### src/rtl/frac_baud_pkg.sv
package frac_baud_pkg;
  localparam int REG_W      = 8;
  localparam int EXP_W      = 3;
  localparam int FRAC_W     = 6;
  localparam int SEL_BIT    = 7;
  localparam int PRE_DIV    = 2;
  localparam int OVERSAMPLE = 16;

  typedef enum logic {
    SEL_CTRL = 1'b0,
    SEL_FRAC = 1'b1
  } reg_sel_e;
endpackage

### src/rtl/baud_regs.sv
module baud_regs
  import frac_baud_pkg::*;
#(
  parameter int EXP_W  = frac_baud_pkg::EXP_W,
  parameter int FRAC_W = frac_baud_pkg::FRAC_W
) (
  input  logic              clk,
  input  logic              rst,
  input  logic              wr_en,
  input  logic              wr_sel,
  input  logic [REG_W-1:0]  wr_data,
  output logic              gen_en,
  output logic [EXP_W-1:0]  exp_q,
  output logic [FRAC_W-1:0] frac_q
);
  logic unused_wr_bits;
  assign unused_wr_bits = ^wr_data[SEL_BIT-1:FRAC_W];

  always_ff @(posedge clk) begin
    if (rst) begin
      gen_en <= 1'b0;
      exp_q  <= '0;
      frac_q <= '0;
    end else if (wr_en) begin
      if (reg_sel_e'(wr_sel) == SEL_CTRL) begin
        gen_en <= wr_data[SEL_BIT];
        exp_q  <= wr_data[EXP_W-1:0];
      end else begin
        frac_q <= wr_data[FRAC_W-1:0];
      end
    end
  end
endmodule

### src/rtl/baud_prescale.sv
module baud_prescale #(
  parameter int EXP_W = 3
) (
  input  logic             clk,
  input  logic             rst,
  input  logic             clr,
  input  logic [EXP_W-1:0] exp_q,
  output logic             pre_tick
);
  localparam int CNT_W = (1 << EXP_W) - 1;

  logic [CNT_W:0]   span;
  logic [CNT_W-1:0] limit;
  logic [CNT_W-1:0] cnt;

  assign span     = {{CNT_W{1'b0}}, 1'b1} << exp_q;
  assign limit    = span[CNT_W-1:0] - {{(CNT_W-1){1'b0}}, 1'b1};
  assign pre_tick = !clr && (cnt == limit);

  always_ff @(posedge clk) begin
    if (rst || clr)    cnt <= '0;
    else if (pre_tick) cnt <= '0;
    else               cnt <= cnt + 1'b1;
  end
endmodule

### src/rtl/baud_frac.sv
module baud_frac #(
  parameter int FRAC_W = 6
) (
  input  logic              clk,
  input  logic              rst,
  input  logic              clr,
  input  logic              step,
  input  logic [FRAC_W-1:0] frac_q,
  output logic              pulse
);
  localparam int ONE   = 1 << FRAC_W;
  localparam int ACC_W = FRAC_W + 1;
  localparam int SUM_W = FRAC_W + 2;

  logic [ACC_W-1:0] acc;
  logic [SUM_W-1:0] sum;
  logic [SUM_W-1:0] thr;
  logic [SUM_W-1:0] rem;

  assign sum   = {1'b0, acc} + SUM_W'(ONE);
  assign thr   = SUM_W'(ONE) + {2'b00, frac_q};
  assign rem   = sum - thr;
  assign pulse = step && (sum >= thr);

  always_ff @(posedge clk) begin
    if (rst || clr) acc <= '0;
    else if (step)  acc <= pulse ? rem[ACC_W-1:0] : sum[ACC_W-1:0];
  end
endmodule

### src/rtl/baud_modcnt.sv
module baud_modcnt #(
  parameter int MOD = 16
) (
  input  logic clk,
  input  logic rst,
  input  logic clr,
  input  logic step,
  output logic wrap
);
  generate
    if (MOD <= 1) begin : g_pass
      assign wrap = step;
    end else begin : g_count
      localparam int CW = $clog2(MOD);
      logic [CW-1:0] cnt;
      assign wrap = step && (cnt == CW'(MOD - 1));
      always_ff @(posedge clk) begin
        if (rst || clr) cnt <= '0;
        else if (wrap)  cnt <= '0;
        else if (step)  cnt <= cnt + 1'b1;
      end
    end
  endgenerate
endmodule

### src/rtl/frac_baud_gen.sv
module frac_baud_gen
  import frac_baud_pkg::*;
#(
  parameter int EXP_W      = frac_baud_pkg::EXP_W,
  parameter int FRAC_W     = frac_baud_pkg::FRAC_W,
  parameter int PRE_DIV    = frac_baud_pkg::PRE_DIV,
  parameter int OVERSAMPLE = frac_baud_pkg::OVERSAMPLE
) (
  input  logic       clk,
  input  logic       rst,
  input  logic       wr_en,
  input  logic       wr_sel,
  input  logic [7:0] wr_data,
  input  logic       legacy_rx_en,
  input  logic       legacy_tx_en,
  output logic       rx_clk_en,
  output logic       tx_clk_en,
  output logic       bit_tick
);
  logic              gen_en;
  logic [EXP_W-1:0]  exp_q;
  logic [FRAC_W-1:0] frac_q;
  logic              clr, pre_tick, frac_pulse, x16_en, bit_en;

  assign clr = wr_en || !gen_en;

  baud_regs #(.EXP_W(EXP_W), .FRAC_W(FRAC_W)) u_regs (
    .clk(clk), .rst(rst), .wr_en(wr_en), .wr_sel(wr_sel), .wr_data(wr_data),
    .gen_en(gen_en), .exp_q(exp_q), .frac_q(frac_q)
  );

  baud_prescale #(.EXP_W(EXP_W)) u_pre (
    .clk(clk), .rst(rst), .clr(clr), .exp_q(exp_q), .pre_tick(pre_tick)
  );

  baud_frac #(.FRAC_W(FRAC_W)) u_frac (
    .clk(clk), .rst(rst), .clr(clr), .step(pre_tick), .frac_q(frac_q),
    .pulse(frac_pulse)
  );

  baud_modcnt #(.MOD(PRE_DIV)) u_half (
    .clk(clk), .rst(rst), .clr(clr), .step(frac_pulse), .wrap(x16_en)
  );

  baud_modcnt #(.MOD(OVERSAMPLE)) u_os (
    .clk(clk), .rst(rst), .clr(clr), .step(x16_en), .wrap(bit_en)
  );

  always_ff @(posedge clk) begin
    if (rst) begin
      rx_clk_en <= 1'b0;
      tx_clk_en <= 1'b0;
      bit_tick  <= 1'b0;
    end else begin
      rx_clk_en <= gen_en ? x16_en : legacy_rx_en;
      tx_clk_en <= gen_en ? x16_en : legacy_tx_en;
      bit_tick  <= gen_en && bit_en;
    end
  end
endmodule

### config.mk
export PLATFORM = sky130hd
export DESIGN_NAME = frac_baud_gen
export DESIGN_NICKNAME = d
export VERILOG_FILES = /design/src/rtl/frac_baud_pkg.sv /design/src/rtl/baud_regs.sv /design/src/rtl/baud_prescale.sv /design/src/rtl/baud_frac.sv /design/src/rtl/baud_modcnt.sv /design/src/rtl/frac_baud_gen.sv
export SDC_FILE = /design/constraint.sdc
export NUM_CORES = 1
export LEC_CHECK = 0
export ABC_AREA = 0
export BUFFER_PORTS_ARGS = -buffer_cell sky130_fd_sc_hd__buf_2
export CORE_MARGIN = 1
export CORE_UTILIZATION = 53
export CTS_CLUSTER_DIAMETER = 200
export CTS_CLUSTER_SIZE = 10
export DETAILED_ROUTE_END_ITERATION = 7
export GPL_TIMING_DRIVEN = 0
export MAX_ROUTING_LAYER = met4
export PLACE_DENSITY = 0.8
export SYNTH_ARGS = -nofsm -noshare
export SYNTH_HDL_FRONTEND = slang
export SYNTH_HIERARCHICAL = 1
export SYNTH_SLANG_ARGS = --single-unit
### constraint.sdc
create_clock -name clk -period 2.84 [get_ports clk]
set_clock_uncertainty 0.2 [all_clocks]
set_input_delay 0.284 -clock clk [delete_from_list [all_inputs] [get_ports clk]]
set_output_delay 0.284 -clock clk [all_outputs]
set_load 0.1 [all_outputs]
# [Word-level counts from Yosys, hierarchy flattened]
# Index checks and enable logic that the tools add are counted.
[totals] reg_bits=32 elab_cells=39 in_bits=14 output_inout_bits=3
[op_classes] magnitude_cmp=1 add_sub_neg=7 n_bitwise=1 reduce_logical=14 shifts=1 mux=3 n_eq_ne=2
[ops] cell="adder 7 x 6 -> 8 bit (first input constant)" n=1
[ops] cell="adder 7 x 7 -> 8 bit (second input constant)" n=1
[ops] cell=">= comparator 8 bit" n=1
[ops] cell="adder 7 x 1 -> 7 bit (second input constant)" n=1
[ops] cell="== test 7 bit" n=1
[ops] cell="two-way mux 7 bit" n=1
[ops] cell="left shift 1 x 3 -> 7 bit (first input constant)" n=1
[ops] cell="subtractor 7 x 1 -> 7 bit (second input constant)" n=1
[ops] cell="subtractor 7 bit" n=1
[ops] cell="OR reduction 2 bit" n=3
[ops] cell="logical AND 1 bit" n=5
[ops] cell="adder 4 x 1 -> 4 bit (second input constant)" n=1
[ops] cell="== test 4 bit (second input constant)" n=1
[ops] cell="AND reduction 2 bit" n=2
[ops] cell="zero test 1 bit" n=2
[ops] cell="logical OR 1 bit" n=2
[ops] cell="two-way mux 1 bit" n=2
[ops] cell="adder 1 bit (second input constant)" n=1
[ops] cell="NOT 1 bit" n=1

# [Depth between registers and ports, before layout]
[logic_depth] ltp_word=8 depth_mapped=12 mapped_depth_nobuf=11

# [Hierarchy]
# Netlist, hierarchy kept.
[modules_own_cells] mod="baud_frac" seq_area_each_um2=140.1 cells_each=76 instances=1 area_per_inst_um2=635.6
[modules_own_cells] mod="baud_prescale" seq_area_each_um2=140.1 cells_each=56 instances=1 area_per_inst_um2=483.0
[modules_own_cells] mod="baud_regs" seq_area_each_um2=200.2 cells_each=43 instances=1 area_per_inst_um2=462.9
[modules_own_cells] mod="baud_modcnt (u_os)" seq_area_each_um2=80.1 cells_each=17 instances=1 area_per_inst_um2=177.7
[modules_own_cells] mod="frac_baud_gen" seq_area_each_um2=60.1 cells_each=11 instances=1 area_per_inst_um2=100.1
[modules_own_cells] mod="baud_modcnt (u_half)" seq_area_each_um2=20.0 cells_each=4 instances=1 area_per_inst_um2=46.3

# [Worst setup path before layout]
# OpenSTA, ideal clock, no wires.
[synth_path] path_type="reg2reg" start="register u_frac.acc[0]" end="register u_os.g_count.cnt[0]" path_slack_ns=0.165 path_buffers=1 stages_incl_launch_ff=13 arrival_time_ns=2.411 required_time_ns=2.576 setup_ns=0.064 path_cell_list="dfxtp_1 -> inv_1 -> ha_1 -> inv_1 -> fa_1 -> a21oi_2 -> nor3b_4 -> o31a_1 -> buf_4 -> and2_2 -> and4_4 -> or3_4 -> nor2_1"
[synth_between] elab_chain_len=6
[synth_lines] item="start, declared" line="baud_frac.sv:15" source="logic [ACC_W-1:0] acc;"
[synth_lines] item="start signal, assigned" line="baud_frac.sv:27" source="else if (step) acc <= pulse ? rem[ACC_W-1:0] : sum[ACC_W-1:0];"
[synth_lines] item="adder 7 x 7 -> 8 bit" line="baud_frac.sv:20" source="assign sum = {1'b0, acc} + SUM_W'(ONE);"
[synth_lines] item=">= comparator 8 bit" line="baud_frac.sv:23" source="assign pulse = step && (sum >= thr);"
[synth_lines] item="logical AND 1 bit" line="baud_frac.sv:23"
[synth_lines] item="net frac_pulse" line="frac_baud_gen.sv:23" source="logic clr, pre_tick, frac_pulse, x16_en, bit_en;"
[synth_lines] item="logical AND 1 bit" line="baud_modcnt.sv:16" source="assign wrap = step && (cnt == CW'(MOD - 1));"
[synth_lines] item="net x16_en" line="frac_baud_gen.sv:23"
[synth_lines] item="logical AND 1 bit" line="baud_modcnt.sv:16"
[synth_lines] item="net bit_en" line="frac_baud_gen.sv:23"
[synth_lines] item="OR reduction 2 bit (no source line)"
[synth_lines] item="end signal, assigned" line="baud_modcnt.sv:20" source="else if (step) cnt <= cnt + 1'b1;"
[synth_lines] item="end, declared" line="baud_modcnt.sv:15" source="logic [CW-1:0] cnt;"
# The timed path passes the listed nets, and every way through them passes these cells.
# A chain may end at the register's enable or synchronous reset.

# [Worst setup path in the final report]
# Same ends and word-level chain as after synthesis.

==> results.cfg <==
[setup_path]
worstSetupStartpointType = flop
crit_slowest_cell = fa_2
required_ns = 2.91
critPathKind = reg2reg
crit_top_cell = inv_1
arrival_ns = 2.78
end_kind = flop
critPathMaxStageDelay_ns = 0.37
path_max_fanout = 8
timing.critical_path.buf_inv = 3
rr_startpoint = u_frac/acc[0]$_SDFFE_PP0P_
path_cells = inv_1 > ha_1 > inv_1 > fa_2 > a21oi_2 > nor3b_4 > o31a_1 > buf_4 > and2_4 > and4_4 > or3_4 > nor2_1
reg2reg_slack_ns = 0.13
rr_worst_depth = 12
worstReg2RegEnd = u_os/g_count.cnt[0]$_SDFFE_PP0P_
critical_path.top_delay_family = simple AND/OR/NAND/NOR gates

[layout]
post-route-util_pct = 63.5
drive_gt1_share_pct = 20.8
final_cells = 277
nNetsFinal = 254
multi_input_area_um2 = 1180
antenna_cells = 0
area_growth_pct = 12.9
final-seq-area_um2 = 641
stdcell_area_um2 = 2150
fillers = 293

[drt]
wl_per_cell_um = 12.8
via_per_inst = 5.60
drc = 0
routed_wl_mm = 3.55
ant_nets = 0
drtPass1Iterations = 4
drt_iter0_drc = 60
vias = 1552

[sta]
whs_ns = 0.0112
max-slew-margin-rel_pct = 55.2
tns_ns = 0
finalSetupViolations = 0
hold_viol = 0
fin_ws_ns = 0.133
max_freq_mhz = 369
finalCriticalPeriod_ns = 2.71
slew_violations = 0
rsz0062_at_grt = false
tightest_slew_ns = 0.670
post-route-period-util_pct = 95.3

[synthesis]
synth.distinct_cells = 58
synth_seq_cells = 32
syn_inst = 207
synth_xor_xnor_area_share_pct = 5.98
syn_avg_cell_area_um2 = 9.21
synthSimpleGateAreaFrac_pct = 25.0
synth_seq_area_share_pct = 33.6
synthArstFlopShare_pct = 0
synth_top_area_share_pct = 33.6
synth.largest_area_cell = dfxtp_1
synth_compound_area_share_pct = 18.3
synth-edff-count = 0
synth_warnings = 6
ys.flop_type = dfxtp_1
synth_area_leaders = dfxtp_1 (34%), ha_1 (5.3%), mux2i_1 (5.3%)
syn-num-nets = 230
synth.cell_area_um2 = 1910
synth.area.mux_share_pct = 5.25
synthAdderAreaFrac_pct = 6.30
synth_top_family_by_area = simple AND/OR/NAND/NOR gates

[grt]
grt_max_degree = 18
track_usage_pct = 22.5
grt_pass1_vias = 1437
antenna_found_initial = 0
grt_pass1_wl_mm = 6.10
globalRouteOverflowTotal = 0

[pwr]
p_total_uw = 894
share_seq_of_total_power_pct = 51.9
p_clk_share_pct = 32.2
p_int_uw = 660
cellLeakagePower_nw = 0.813
p_per_area_nw_per_um2 = 416
combPwrFrac_pct = 16.0
p_switching_uw = 234
p_sw_share_pct = 26.2
ir_drop_uv = 403

[placement]
place_congestion = 0.824
post_dp_cell_area_um2 = 2030
placed_cells = 267
port-buffer-count = 14
place_ws_ns = -0.150
dp_hpwl_mm = 2.59

[clock_tree]
cts_buffers = 5
clk_root_buffer_cell = clkbuf_4
cts.clk_slew.worst_paths_ns = 0.10
cts.path.max_buffers = 2
cts_sinks = 32
clock_latency_ns = 0.32
cts_tree = done
cts.htree.levels = 2

[run]
maxCapViolations = 0

[floorplan]
start_util_pct = 56.2
die_y_um = 62.0
ioPinCount = 17
die_area_um2 = 3840
die_x_um = 62.0
core_area_um2 = 3390
rows = 21

[status]
status = finished, final reports clean

[hold_path]
min-delay-start = legacy_tx_en
hold-path-cell-count = 3
worstHoldEndpoint = tx_clk_en$_SDFF_PP0_
hold_class = in2reg
synthesized netlist by cell type, types with 2 or more instances:
| cell | number |
|---|---|
| nor2_1 | 11 |
| nand2_1 | 15 |
| a21bo_1 | 2 |
| a21oi_1 | 14 |
| o21ai_0 | 4 |
| a21oi_2 | 2 |
| and3_1 | 3 |
| nand3_1 | 11 |
| nand4_1 | 2 |
| buf_6 | 4 |
| o311ai_0 | 2 |
| ha_1 | 8 |
| o31ai_1 | 2 |
| nor2b_1 | 2 |
| mux2i_1 | 10 |
| or2_2 | 2 |
| or4_1 | 3 |
| a2111oi_1 | 3 |
| nand2b_1 | 12 |
| xnor2_1 | 10 |
| dfxtp_1 | 32 |
| xor2_1 | 3 |
| a31o_1 | 2 |
| o211ai_1 | 2 |
| a21bo_2 | 2 |
| inv_1 | 11 |
| buf_4 | 2 |
power by group through the flow:
stage          clock network (mW)  registers [mW]  logic (mW)
6_report                    0.288           0.464       0.143
3_5_place_dp                    0           0.474       0.133
2_1_floorplan                   0           0.485      0.0917
3_3_place_gp                    0           0.474       0.131
4_1_cts                     0.296           0.464       0.138
5_1_grt                     0.313           0.466       0.156
cell families after synthesis:
family | after synthesis
multiplexers | 10
buffers and inverters | 18
adder cells (fa/ha/maj) | 9
XOR/XNOR | 13
AND/OR/NAND/NOR | 78
flip-flops | 32
AO/OA/AOI/OAI | 47
worst max path at each step:
stage,from,cells after the start,endpoint
2_1_floorplan,u_frac/acc[0]$_SDFFE_PP0P_,12,u_os/g_count.cnt[0]$_SDFFE_PP0P_
3_3_place_gp,wr_en,11,u_os/g_count.cnt[1]$_SDFFE_PP0P_
3_5_place_dp,wr_en,11,u_os/g_count.cnt[3]$_SDFFE_PP0P_
4_1_cts,u_frac/acc[0]$_SDFFE_PP0P_,12,u_os/g_count.cnt[0]$_SDFFE_PP0P_
5_1_grt,u_frac/acc[0]$_SDFFE_PP0P_,12,u_os/g_count.cnt[1]$_SDFFE_PP0P_
6_report,u_frac/acc[0]$_SDFFE_PP0P_,12,u_os/g_count.cnt[0]$_SDFFE_PP0P_
flip-flops by register name, indices dropped and copies added (netlist names):
signal and count:
tx_clk_en 1, u_regs/frac_q 6, rx_clk_en 1, bit_tick 1, u_pre/cnt 7, u_os/g_count.cnt 4
u_regs/gen_en 1, u_frac/acc 7, u_regs/exp_q 3, u_half/g_count.cnt 1
final cells by class:
| cell class | count | share of cell area, % |
|---|---|---|
| plain buffers | 7 | 3.03 |
| clock buffers | 7 | 3.03 |
| inverters | 11 | 1.92 |
| multi-input cells | 157 | 55.0 |
| flip-flops and latches | 32 | 29.8 |
| well taps | 46 | 2.68 |
| repair buffers | 17 | 4.54 |
worst min-delay path, stage by stage:
cell and delay [ns]:
buf_2 0.10, nand2b_1 0.06, a21oi_1 0.06
placed cells by master, fill, tap and decap left out, drive strengths merged, types with 2 or more instances in the layout:
cell and instances:
nand2 15, a31o 2, nor2 11, o311ai 2, nand3 11, a21bo 4
o31ai 2, and2 3, o21ai 4, xor2 3, or4 3, xnor2 10
dfxtp 32, o21a 2, nor3b 2, a2111oi 3, nor3 2, nor4 2
inv 11, mux2i 10, o211ai 2, and3 3, nor2b 2, or2 3
nand4 2, ha 8, a21oi 16, buf 22, clkbuf 7, dlygate4sd3 2
nand2b 13
routing by layer:
layer / track usage [%] / part of all wire, % / wire [µm] / vias to the layer above
met3: 5.59 / 3.0 / 105 / 4
met5: - / 0 / 0 / -
met2: 38.1 / 48 / 1710 / 23
met1: 26.1 / 48 / 1690 / 730
li1: - / - / - / 795
met4: 6.67 / 1.1 / 40 / 0
timing repair:
item	CTS	global route
pin swaps	1	1
setup endpoints to repair	5	5
gates resized for setup	1	4
hold buffers	2	0
buffers inserted	1	0
hold endpoints to repair	2	0
(Power assumes the default switching activity.)
